==> config.mk <==
export PLATFORM = sky130hd
export DESIGN_NAME = irq_bank_top
export DESIGN_NICKNAME = d
export VERILOG_FILES = /design/src/rtl/irq_bank_pkg.sv /design/src/rtl/irq_bank_ctrl.sv /design/src/rtl/irq_bank_datapath.sv /design/src/rtl/irq_bank_top.sv
export SDC_FILE = /design/constraint.sdc
export NUM_CORES = 1
export LEC_CHECK = 0
export BUFFER_PORTS_ARGS = -buffer_cell sky130_fd_sc_hd__clkbuf_2
export CORE_ASPECT_RATIO = 0.75
export CORE_MARGIN = 8
export CORE_UTILIZATION = 45
export CTS_BUF_LIST = sky130_fd_sc_hd__clkbuf_4
export DETAILED_ROUTE_END_ITERATION = 6
export HOLD_SLACK_MARGIN = 0.05
export PLACE_DENSITY_LB_ADDON = 0.12
export SYNTH_ARGS = -nofsm -noshare
export SYNTH_HDL_FRONTEND = slang
export SYNTH_HIERARCHICAL = 1
export SYNTH_SLANG_ARGS = --single-unit
==> constraint.sdc <==
create_clock -name clk -period 3.5 [get_ports clk]
set_clock_uncertainty 0.1 [all_clocks]
set_input_delay 0.175 -clock clk [delete_from_list [all_inputs] [get_ports clk]]
set_output_delay 0.175 -clock clk [all_outputs]
set_load 0.01 [all_outputs]
==> src/rtl/irq_bank_pkg.sv <==
package irq_bank_pkg;
  localparam int DATA_W       = 32;
  localparam int IRQ_W        = 11;
  localparam int ERR_W        = 4;
  localparam int READY_W      = 16;
  localparam int FAULT_ADDR_W = 20;
  localparam int CODE_W       = 4;

  // Word indices (byte offset / 4)
  localparam int WIDX_ERRCTL  = 0;
  localparam int WIDX_STATUS  = 1;
  localparam int WIDX_MASK    = 2;
  localparam int WIDX_ENABLE  = 3;
  localparam int WIDX_DISABLE = 4;
  localparam int WIDX_CEADDR  = 5;
  localparam int WIDX_UEADDR  = 6;
  localparam int WIDX_IMPL    = 7;
  localparam int WIDX_READY   = 8;

  typedef enum logic [3:0] {
    SEL_NONE, SEL_ERRCTL, SEL_STATUS, SEL_MASK, SEL_ENABLE,
    SEL_DISABLE, SEL_CEADDR, SEL_UEADDR, SEL_IMPL, SEL_READY
  } rdSel_e;

  typedef struct packed {
    logic   statusClr;
    logic   maskEnable;
    logic   maskDisable;
    logic   errCtlWr;
    rdSel_e rdSel;
  } bankStrobe_t;

  function automatic logic [CODE_W-1:0] sizeToCode(longint unsigned bytes);
    case (bytes)
      64'd65536:   return 4'd0;
      64'd131072:  return 4'd1;
      64'd262144:  return 4'd2;
      64'd524288:  return 4'd3;
      64'd1048576: return 4'd4;
      default:     return 4'hF;
    endcase
  endfunction
endpackage

==> src/rtl/irq_bank_ctrl.sv <==
module irq_bank_ctrl
  import irq_bank_pkg::*;
#(
  parameter int ADDR_W = 8
) (
  input  logic              clk,
  input  logic              rstN,
  input  logic              busWrite,
  input  logic              busRead,
  input  logic [ADDR_W-1:0] busAddr,
  input  logic [3:0]        busByteEn,
  output bankStrobe_t       strobe
);
  localparam int WORD_W = ADDR_W - 2;

  logic              accessOk;
  logic [WORD_W-1:0] wordIdx;
  logic              doWrite;
  logic              doRead;

  assign accessOk = (busAddr[1:0] == 2'b00) && (busByteEn == 4'hF);
  assign wordIdx  = busAddr[ADDR_W-1:2];
  assign doWrite  = busWrite && accessOk;
  assign doRead   = busRead && accessOk;

  always_comb begin
    strobe = '{statusClr: 1'b0, maskEnable: 1'b0, maskDisable: 1'b0,
               errCtlWr: 1'b0, rdSel: SEL_NONE};
    if (doWrite) begin
      case (int'(wordIdx))
        WIDX_ERRCTL:  strobe.errCtlWr    = 1'b1;
        WIDX_STATUS:  strobe.statusClr   = 1'b1;
        WIDX_ENABLE:  strobe.maskEnable  = 1'b1;
        WIDX_DISABLE: strobe.maskDisable = 1'b1;
        default: ;
      endcase
    end
    if (doRead) begin
      case (int'(wordIdx))
        WIDX_ERRCTL:  strobe.rdSel = SEL_ERRCTL;
        WIDX_STATUS:  strobe.rdSel = SEL_STATUS;
        WIDX_MASK:    strobe.rdSel = SEL_MASK;
        WIDX_ENABLE:  strobe.rdSel = SEL_ENABLE;
        WIDX_DISABLE: strobe.rdSel = SEL_DISABLE;
        WIDX_CEADDR:  strobe.rdSel = SEL_CEADDR;
        WIDX_UEADDR:  strobe.rdSel = SEL_UEADDR;
        WIDX_IMPL:    strobe.rdSel = SEL_IMPL;
        WIDX_READY:   strobe.rdSel = SEL_READY;
        default:      strobe.rdSel = SEL_NONE;
      endcase
    end
  end

  AST_BAD_ACCESS_INERT: assert property (@(posedge clk) disable iff (!rstN)
    ((busAddr[1:0] != 2'b00) || (busByteEn != 4'hF)) |->
      (!strobe.statusClr && !strobe.maskEnable && !strobe.maskDisable &&
       !strobe.errCtlWr && strobe.rdSel == SEL_NONE));
endmodule

==> src/rtl/irq_bank_datapath.sv <==
module irq_bank_datapath
  import irq_bank_pkg::*;
#(
  parameter logic [CODE_W-1:0] SIZE_CODE = 4'd4
) (
  input  logic                    clk,
  input  logic                    rstN,
  input  bankStrobe_t             strobe,
  input  logic [DATA_W-1:0]       wdata,
  input  logic [IRQ_W-1:0]        eventIn,
  input  logic [FAULT_ADDR_W-1:0] ceFaultAddr,
  input  logic [FAULT_ADDR_W-1:0] ueFaultAddr,
  output logic [DATA_W-1:0]       rdata,
  output logic                    irqOut
);
  localparam logic [IRQ_W-1:0]   MASK_RESET   = '1;
  localparam logic [ERR_W-1:0]   ERR_RESET    = '1;
  localparam logic [READY_W-1:0] READY_VALUE  = '1;

  logic [IRQ_W-1:0] statusReg;
  logic [IRQ_W-1:0] maskReg;
  logic [ERR_W-1:0] errCtlReg;
  logic [IRQ_W-1:0] wBits;
  logic [IRQ_W-1:0] clrBits;

  assign wBits   = wdata[IRQ_W-1:0];
  assign clrBits = strobe.statusClr ? wBits : '0;

  // Status: event set wins over write-one-to-clear
  always_ff @(posedge clk) begin
    if (!rstN) statusReg <= '0;
    else       statusReg <= (statusReg & ~clrBits) | eventIn;
  end

  always_ff @(posedge clk) begin
    if (!rstN)                   maskReg <= MASK_RESET;
    else if (strobe.maskEnable)  maskReg <= maskReg & ~wBits;
    else if (strobe.maskDisable) maskReg <= maskReg | wBits;
  end

  always_ff @(posedge clk) begin
    if (!rstN)                errCtlReg <= ERR_RESET;
    else if (strobe.errCtlWr) errCtlReg <= wdata[ERR_W-1:0];
  end

  assign irqOut = |(statusReg & ~maskReg);

  always_comb begin
    rdata = '0;
    case (strobe.rdSel)
      SEL_ERRCTL: rdata = DATA_W'(errCtlReg);
      SEL_STATUS: rdata = DATA_W'(statusReg);
      SEL_MASK:   rdata = DATA_W'(maskReg);
      SEL_CEADDR: rdata = DATA_W'(ceFaultAddr);
      SEL_UEADDR: rdata = DATA_W'(ueFaultAddr);
      SEL_IMPL:   rdata = DATA_W'(SIZE_CODE);
      SEL_READY:  rdata = DATA_W'(READY_VALUE);
      default:    rdata = '0;
    endcase
  end

  AST_STATUS_NEEDS_EVENT: assert property (@(posedge clk) disable iff (!rstN)
    (eventIn == '0) |=> ((statusReg & ~$past(statusReg)) == '0));
  AST_EVENT_WINS: assert property (@(posedge clk) disable iff (!rstN)
    (eventIn != '0) |=> ((statusReg & $past(eventIn)) == $past(eventIn)));
  AST_MASK_HOLDS: assert property (@(posedge clk) disable iff (!rstN)
    (!strobe.maskEnable && !strobe.maskDisable) |=> $stable(maskReg));
  AST_ENABLE_CLEARS: assert property (@(posedge clk) disable iff (!rstN)
    strobe.maskEnable |=> ((maskReg & $past(wBits)) == '0));
  AST_DISABLE_SETS: assert property (@(posedge clk) disable iff (!rstN)
    strobe.maskDisable |=> ((maskReg & $past(wBits)) == $past(wBits)));
  AST_MASKED_QUIET: assert property (@(posedge clk) disable iff (!rstN)
    (maskReg == MASK_RESET) |-> !irqOut);
endmodule

==> src/rtl/irq_bank_top.sv <==
module irq_bank_top
  import irq_bank_pkg::*;
#(
  parameter int          ADDR_W    = 8,
  parameter longint unsigned RAM_BYTES = 64'd1048576
) (
  input  logic                    clk,
  input  logic                    rstN,
  input  logic                    busWrite,
  input  logic                    busRead,
  input  logic [ADDR_W-1:0]       busAddr,
  input  logic [3:0]              busByteEn,
  input  logic [DATA_W-1:0]       busWdata,
  input  logic [IRQ_W-1:0]        eventIn,
  input  logic [FAULT_ADDR_W-1:0] ceFaultAddr,
  input  logic [FAULT_ADDR_W-1:0] ueFaultAddr,
  output logic [DATA_W-1:0]       busRdata,
  output logic                    irqOut
);
  localparam logic [CODE_W-1:0] SIZE_CODE = sizeToCode(RAM_BYTES);

  generate
    if (SIZE_CODE == 4'hF) begin : g_badSize
      $error("irq_bank_top: RAM_BYTES must be 64K, 128K, 256K, 512K or 1M");
    end
  endgenerate

  bankStrobe_t strobe;

  irq_bank_ctrl #(.ADDR_W(ADDR_W)) u_ctrl (
    .clk       (clk),
    .rstN      (rstN),
    .busWrite  (busWrite),
    .busRead   (busRead),
    .busAddr   (busAddr),
    .busByteEn (busByteEn),
    .strobe    (strobe)
  );

  irq_bank_datapath #(.SIZE_CODE(SIZE_CODE)) u_datapath (
    .clk         (clk),
    .rstN        (rstN),
    .strobe      (strobe),
    .wdata       (busWdata),
    .eventIn     (eventIn),
    .ceFaultAddr (ceFaultAddr),
    .ueFaultAddr (ueFaultAddr),
    .rdata       (busRdata),
    .irqOut      (irqOut)
  );
endmodule

==> results of run 1 <==
[power by group through the flow]
stage | clock network (mW) | logic (mW) | registers [mW]
5_1_grt | 0.151 | 0.124 | 0.314
3_3_place_gp | 0 | 0.0937 | 0.319
3_5_place_dp | 0 | 0.0947 | 0.319
2_1_floorplan | 0 | 0.0483 | 0.316
4_1_cts | 0.136 | 0.109 | 0.312
6_report | 0.131 | 0.111 | 0.313
[how the worst max path moves through the flow]
| stage | endpoint | slack, ns | cells past startpoint |
|---|---|---|---|
| 6_report | busRdata[1] | 0.89 | 11 |
| 5_1_grt | busRdata[14] | 0.68 | 10 |
| 4_1_cts | busRdata[1] | 0.88 | 11 |
| 3_5_place_dp | busRdata[1] | 0.89 | 11 |
| 3_3_place_gp | busRdata[11] | 0.91 | 10 |
| 2_1_floorplan | busRdata[2] | 1.41 | 7 |
[Yosys cell counts, types with 2 or more instances]
cell / count
a2111oi_0: 2
buf_6: 2
inv_1: 9
nand3_1: 4
nor4_1: 3
nand2_1: 31
and2_1: 11
nor2b_1: 20
ha_1: 4
o21ai_0: 24
mux2_2: 4
a21oi_1: 24
buf_4: 13
mux2i_1: 18
a22o_1: 3
nor2_1: 8
or3b_1: 2
dfxtp_1: 26
mux4_2: 6
clkbuf_1: 7
buf_2: 4
[layout make-up]
cell class,instances,share of cell area
multi-input combinational,191,0.487
timing repair buffer,123,0.269
sequential,26,0.194
tap,55,0.0257
inverter,10,0.0140
clock buffer,3,0.00842
clock inverter,1,0.00140
[through the flow]
stage | std cells | setup WS [ns] | area [sq um] | util | total power [mW]
after global placement | 388 | 0.913 | 2480 | 0.601 | 0.412
after global routing | 409 | 0.676 | 2680 | 0.648 | 0.589
after floorplan | 253 | 1.41 | 2010 | - | 0.364
after detailed placement | 388 | 0.888 | 2480 | 0.601 | 0.414
final | 409 | 0.889 | 2680 | 0.648 | 0.555
after CTS | 408 | 0.876 | 2670 | 0.646 | 0.558
[repair_timing]
item,in CTS,in global routing
hold endpoints to repair,16,1
hold buffers,16,1
endpoints found under the setup margin,0,0
[metal layers]
layer / track usage / up-vias
li1: - / 1048
met1: 0.244 / 956
met2: 0.301 / 98
met3: 0.0479 / 2
met4: 0.0285 / 0
met5: 0 / -
[critical path, stage by stage]
cell       delay, ns
clkbuf_2        0.13
inv_1           0.07
ha_1            0.16
nor2b_1         0.13
o2111ai_1       0.16
a21oi_2         0.42
buf_4           0.38
mux2i_1         0.26
o22a_1          0.19
o221ai_2        0.10
clkbuf_2        0.15
[cells by family after synthesis]
| kind of cell | Yosys count |
|---|---|
| AO/OA/AOI/OAI | 60 |
| adder cells (fa/ha/maj) | 4 |
| buffers and inverters | 36 |
| flip-flops | 26 |
| multiplexers | 28 |
| other | 1 |
| AND/OR/NAND/NOR | 87 |
==> results.cfg, run 1 <==
[floorplanning]
die_h_um = 73.3
die_x_um = 92.3
placement_rows = 20
start_util = 0.476
io_pins = 132
dieArea_sq_mm = 0.00676
core_sq_mm = 0.00413

[clock_tree]
cts_tree = done
cts_root_buffer = clkbuf_4
cts_resized = 0
clock_latency_ns = 0.32
clk_pin_slew_ns = 0.14
cts_max_path_buffers = 2
numCtsBuffers = 3
ctsHtreeMaxLevel = 1
cts.sinks = 26
postCtsSetupRepairBufs = 0

[pwr]
cellInternalPower_uw = 411
combPwrFrac = 0.200
switchingPower_uw = 144
switching_share = 0.259
clockPowerShare = 0.236
leakagePower_nw = 1.26
max-vdd-ir-drop_uv = 146
cellPowerDensity_mw_per_mm2 = 207
power_frac_seq = 0.564

[synth]
synth_area_sq_mm = 0.00197
synth.distinct_cells = 38
synthSimpleGateAreaFrac = 0.242
synth-compound-area-share = 0.179
ys_top_cells_by_area = dfxtp_1 (26%), mux2i_1 (9.2%), mux4_2 (6.9%)
seq_area_frac_synth = 0.265
async_flop_share = 0
synthMuxAreaShare = 0.183
synthCells = 242
synth_xor_area_frac = 0
synth_ff_type = dfxtp_1
synth_seq_cells = 26
yosys.area.top_type_share = 0.265
synth_edf_count = 0
avgSynthCellArea_sq_um = 8.13
ys_warn_count = 6
synthAdderAreaFrac = 0.0254
synth_top_family_by_area = simple AND/OR/NAND/NOR gates
synth_area_leader_cell = dfxtp_1

[final_layout]
multi_input_area_sq_mm = 0.00130
area_growth_pct = 36.1
drive_gt1_frac = 0.356
seqCellArea_sq_um = 520
layout_commonest_cell = clkbuf_2
final_cell_mix = clkbuf_2 (98), nand2_1 (31), dfxtp_1 (26)
insertedDiodeCount = 0
nets = 458
fillers = 399

[drt]
drt-met1-wl_um = 3050
vias = 2104
met2WireLength_um = 2750
routedWlPerCell_um = 15.6
wl_um = 6360
route.detailed.drc = 0
firstDrtPassIters = 4
drt_iter0_drc = 138
met3RoutedLength_um = 552
ant_nets = 0
viasPerCell = 5.14
highest_layer = met4

[setup_path]
crit_start = busAddr[2]
r2r.worst_path.cells = 2
critPathCaptureType = output pin
worstSetupPathType = primary input to output pin
startpoint_type = primary input
arrival_ns = 2.34
regToRegSetupSlack_ns = 2.70
path_max_fanout = 18
crit_required_ns = 3.22

[timing]
fin_hold_ws_ns = 0.0609
timing.fmax_mhz = 383
hold_viol = 0
tns_ns = 0
finalSetupViolations = 0
period_minus_slack_ns = 2.61
drv_slew = 0
rsz0062_at_grt = no
slew-limit-headroom = 0.403
tightest_slew_ns = 0.892
period_share = 0.746

[grt]
grt-ovfl-total = 0
grt_pass1_wl_um = 10400
antenna_found_initial = 0
grt_max_degree = 27
grt_pass1_vias = 2139
grt_use_total = 0.185

[place]
io_buffers = 98
place_congestion = 0.825
hpwl_um = 4940

[min_path]
worstHoldPathType = primary input to flip-flop
worstHoldStart = busWdata[7]
holdPathStages = 3

[status]
status = finished clean

[job]
drv_cap = 0
(Power assumes the default switching activity.)
==> inputs of run 2 (changes only) <==
- CORE_UTILIZATION: 45 -> 39
- clock period: 3.5 -> 2.2 ns (I/O delays scaled with it)
==> run 2 against run 1 <==
  * The run now ends with negative setup slack left
  * Clock power is 59% higher
  * Die area is 12% higher
  * Power is 66% higher
  * Critical path depth shrank 2
  * First-iteration DRC count down 14%
  * Non-clock buffer count is 35 higher
  * Critical path type unchanged
  * Largest cell class unchanged
  * Clock-buffer cell count is the same
  * Core utilization fell by 2.3 points
  * Largest power group unchanged
  * Register-to-register slack got worse by 1.8 ns
  * Sequential power grew 59%
  * Final cell count grew 9.8%
==> results.cfg, run 2 (same netlist as run 1, synthesis figures left out) <==
[floorplanning]
dieArea_sq_mm = 0.00760
start_util = 0.404
io_pins = 132
die_h_um = 77.5
core_sq_mm = 0.00487
placement_rows = 22
die_x_um = 98

[grt]
grt_pass1_vias = 2279
use_met1 = 0.226
grt_max_degree = 27
grt_pass1_wl_um = 11200
grt_use_total = 0.177
grtUsageMet2 = 0.295
busiest_layer = met2
grt-ovfl-total = 0
antenna_found_initial = 0
use_met3 = 0.0526

[clock_tree]
cts.sinks = 26
cts_root_buffer = clkbuf_4
ctsHtreeMaxLevel = 1
numCtsBuffers = 3
clk_pin_slew_ns = 0.13
cts_tree = done
cts_max_path_buffers = 2
clock_latency_ns = 0.31

[timing]
hold_viol = 0
setup_ws_ns = -0.000559
timing.fmax_mhz = 454
drv_slew = 0
finalSetupViolations = 1
fin_hold_ws_ns = 0.144
slew-limit-headroom = 0.648
period_minus_slack_ns = 2.20
rsz0062_at_grt = yes
period_share = 1.00
tightest_slew_ns = 0.515

[drt]
routedWlPerCell_um = 15.7
wl_um = 7030
vias = 2268
firstDrtPassIters = 5
ant_nets = 0
drt_iter0_drc = 119
route.detailed.drc = 0
viasPerCell = 5.05

[job]
drv_cap = 0

[status]
status = finished with violations
violations = negative setup slack

[place]
place_congestion = 0.777
hpwl_um = 5230
dp_cells = 407
io_buffers = 98
place_ws_ns = -0.0758

[min_path]
worstHoldPathType = primary input to flip-flop

[pwr]
leakagePower_nw = 1.46
cellPowerDensity_mw_per_mm2 = 303
p_total_uw = 924
max-vdd-ir-drop_uv = 357

[setup_path]
startpoint_type = primary input
critPathCaptureType = output pin
crit_required_ns = 1.99
regToRegSetupSlack_ns = 0.86
arrival_ns = 1.99
crit_slowest_cell = mux4_2
worstSetupPathType = primary input to output pin
path_max_fanout = 4
path_cells = buf_8, nor4_4, nand2_2, nor4b_4, buf_4, mux4_2, nand2_1, o21ai_1, buf_2
slowest_delay_ns = 0.50

[final_layout]
nets = 493
drive_gt1_frac = 0.393
insertedDiodeCount = 0
final_cells = 449
area_growth_pct = 55.0
final_cell_mix = clkbuf_2 (95), dlygate4sd3_1 (33), nand2_1 (30)
layout_commonest_cell = clkbuf_2
[run 2: changes by cell type in the layout (fill, tap and decap cells not counted), moves of 2 or more]
cell | before | now
buf_6 | 0 | 2
buf_4 | 8 | 25
clkbuf_2 | 98 | 95
dlygate4sd3_1 | 17 | 33
o21ai_0 | 24 | 21
nor2_1 | 8 | 6
o21ai_1 | 0 | 3
buf_2 | 0 | 2
[run 2: cell type report]
class | instances | area, sq um
clock buffers | 3 | 22.5
clock inverters | 1 | 3.75
fillers | 444 | 1820
inverters | 10 | 37.5
multi-input cells | 191 | 1350
flip-flops and latches | 26 | 520
well taps | 60 | 75.1
repair buffers | 158 | 1040
[run 2: layer usage]
metal | wire length (um) | share of wire
met1 | 3250 | 0.46
met3 | 531 | 0.076
met5 | 0 | 0
met2 | 3200 | 0.45
met4 | 53 | 0.0075
[run 2: worst max-delay path, delay by kind of cell]
family          cells  cell delay (ns)
mux                 1             0.50
simple gates        4             0.88
buf+inv             3             0.45
compound gates      1             0.05
[run 2: worst paths after layout]
| kind | to | startpoint | cells after the start |
|---|---|---|---|
| setup reg to reg | u_datapath/statusReg[0]$_SDFF_PN0_ | u_datapath/statusReg[0]$_SDFF_PN0_ | 3 |
| hold / removal | u_datapath/errCtlReg[3]$_SDFFE_PN1P_ | rstN | 2 |
| setup / recovery | busRdata[0] | busAddr[0] | 9 |
| hold reg to reg | u_datapath/errCtlReg[0]$_SDFFE_PN1P_ | u_datapath/errCtlReg[0]$_SDFFE_PN1P_ | 2 |
[run 2: metrics by stage]
stage          setup TNS, ns  instance area (sq um)   util
2_1_floorplan              0                   2010      -
3_3_place_gp         -0.0843                   2590  0.532
3_5_place_dp          -0.252                   2590  0.532
4_1_cts              -0.0445                   3010  0.617
5_1_grt               -0.881                   3050  0.626
6_report           -0.000559                   3050  0.626
[run 2: repair_timing]
item | 4_1_cts | 5_1_grt
gates resized for setup | 10 | 9
hold endpoints to repair | 25 | 0
endpoints found under the setup margin | 8 | 16
pin swaps | 10 | 1
buffers inserted | 3 | 2
hold buffers | 33 | 0
[run 2: power breakdown]
part | internal (mW) | switching (mW)
logic | 0.132 | 0.0851
registers | 0.485 | 0.0131
clock network | 0.0664 | 0.141
==> inputs of run 3 (changes only) <==
- BUFFER_PORTS_ARGS: -buffer_cell sky130_fd_sc_hd__clkbuf_2 -> -buffer_cell sky130_fd_sc_hd__buf_2
- clock period: 2.2 -> 1.99 ns (I/O delays scaled with it)
==> run 3 against run 2 <==
  * The run still ends with negative setup slack left
  * Cell area up 7.6%
  * Combinational power up 14%
  * Via count increased by 1.7%
  * Flip-flop and latch count stayed put
  * Die area unchanged
  * Global-route usage up 0.53 points
  * Clock-buffer cell count unchanged
  * Power is 11% higher
  * Worst setup slack worse by 0.20 ns
  * Largest power group unchanged
  * Sequential share of layout area decreased by 1.2 points
  * Final cell count up 3.1%
==> results.cfg, run 3 (same netlist as run 1, synthesis figures left out) <==
[setup_path]
startpoint_type = primary input
slowest_delay_ns = 0.49
crit_slowest_cell = mux4_2
path_max_fanout = 5
critPathCaptureType = output pin
crit_path_frequent_cell = nand2_1
worstSetupPathType = primary input to output pin
crit_required_ns = 1.79
arrival_ns = 1.99
path_cells = buf_6, nor4_4, nand2_2, nor4b_4, buf_12, buf_8, mux4_2, nand2_1, nand2_1, buf_2

[final_layout]
final_cells = 463
fillers = 416
final_cell_mix = buf_2 (95), dlygate4sd3_1 (38), nand2_1 (28)
postLayoutCellArea_sq_mm = 0.00328
final_util = 0.673
seqCellArea_sq_um = 520
insertedDiodeCount = 0
drive_gt1_frac = 0.412
layout_commonest_cell = buf_2
area_growth_pct = 66.8
multi_input_area_sq_mm = 0.00138
nets = 507

[timing]
rsz0062_at_grt = yes
setup_ws_ns = -0.196
drv_slew = 0
timing.fmax_mhz = 457
finalSetupViolations = 16
period_minus_slack_ns = 2.19
period_share = 1.10
hold_viol = 0

[status]
violations = negative setup slack
status = finished with violations

[place]
place_congestion = 0.806
hpwl_um = 5240
dp_cells = 408
io_buffers = 98
place_area_sq_mm = 0.00262
place_ws_ns = -0.233

[grt]
grt_max_degree = 27
grt_pass1_vias = 2309
grt_use_total = 0.183
grt-ovfl-total = 0
antenna_found_initial = 0
grt_pass1_wl_um = 11500

[floorplanning]
dieArea_sq_mm = 0.00760
core_sq_mm = 0.00487
die_h_um = 77.5
die_x_um = 98
placement_rows = 22
io_pins = 132
start_util = 0.404

[clock_tree]
clock_latency_ns = 0.31
cts.sinks = 26
ctsHtreeMaxLevel = 1
clk_pin_slew_ns = 0.14
cts_tree = done
cts_max_path_buffers = 2
cts_root_buffer = clkbuf_4
numCtsBuffers = 3

[drt]
vias = 2307
wl_um = 7360
firstDrtPassIters = 4
route.detailed.drc = 0
routedWlPerCell_um = 15.9
ant_nets = 0
drt_iter0_drc = 105
viasPerCell = 4.98

[min_path]
worstHoldPathType = primary input to flip-flop

[pwr]
cellPowerDensity_mw_per_mm2 = 313
max-vdd-ir-drop_uv = 372
leakagePower_nw = 1.54

[job]
drv_cap = 0
-- run 3: changes by cell type in the layout (fill, tap and decap cells not counted), moves of 2 or more --
cell	before	now
buf_2	2	95
dlygate4sd3_1	33	38
mux2_2	3	1
nand2_1	30	28
nor2_2	1	3
o21ai_0	21	17
clkbuf_2	95	0
o21ai_1	3	6
buf_6	2	7
mux2_4	1	3
buf_12	0	3
-- run 3: final timing paths --
check / from / to / slack [ns] / depth (start not counted)
min: busWrite / flip-flop / 0.34 / 6
max reg2reg: u_datapath/statusReg[2]$_SDFF_PN0_ / u_datapath/statusReg[2]$_SDFF_PN0_ / 0.67 / 3
min reg2reg: flip-flop / flip-flop / 0.46 / 2
max: busAddr[6] / busRdata[8] / -0.20 / 10
-- run 3: report_power, final --
part	total [mW]	internal (mW)	leakage, nW	switching, mW
Clock	0.226	0.0734	0.0154	0.153
Sequential	0.551	0.537	0.214	0.0140
Combinational	0.248	0.152	1.31	0.0961
Total	1.03	0.762	1.54	0.263
-- run 3: per-stage QoR --
stage,setup TNS (ns),hold slack (ns),power [mW]
CTS,-2.03,0.0608,1.03
floorplan,0,0.127,0.640
detailed placement,-2.34,0.230,0.740
global placement,-2.30,0.225,0.738
finish,-1.96,0.338,1.03
global route,-4.09,0.323,1.09
-- run 3: critical path: cells and delay by family --
family | cells | cell delay [ns]
buffers and inverters | 4 | 0.50
muxes | 1 | 0.49
and+or+nand+nor | 5 | 0.88
-- run 3: layer usage --
metal  share of wire  GRT usage  vias to the layer above
met5               0          0                        -
met4          0.0056     0.0450                        0
met3           0.098     0.0597                        4
met2            0.47      0.304                      102
met1            0.43      0.223                     1048
li1                -          -                     1153
-- run 3: layout make-up --
type	instances	share of cell area
inverters	10	0.0114
repair buffers	171	0.378
multi-input cells	192	0.421
clock buffers	3	0.00686
flip-flops and latches	26	0.159
clock inverters	1	0.00114
well taps	60	0.0229
-- run 3: what timing repair did --
item	in CTS	in global routing
setup endpoints to repair	17	25
resized for setup	29	11
endpoints found under the hold margin	26	1
setup buffers	7	4
pin swaps	20	10
gates cloned	2	1
hold buffers	37	1
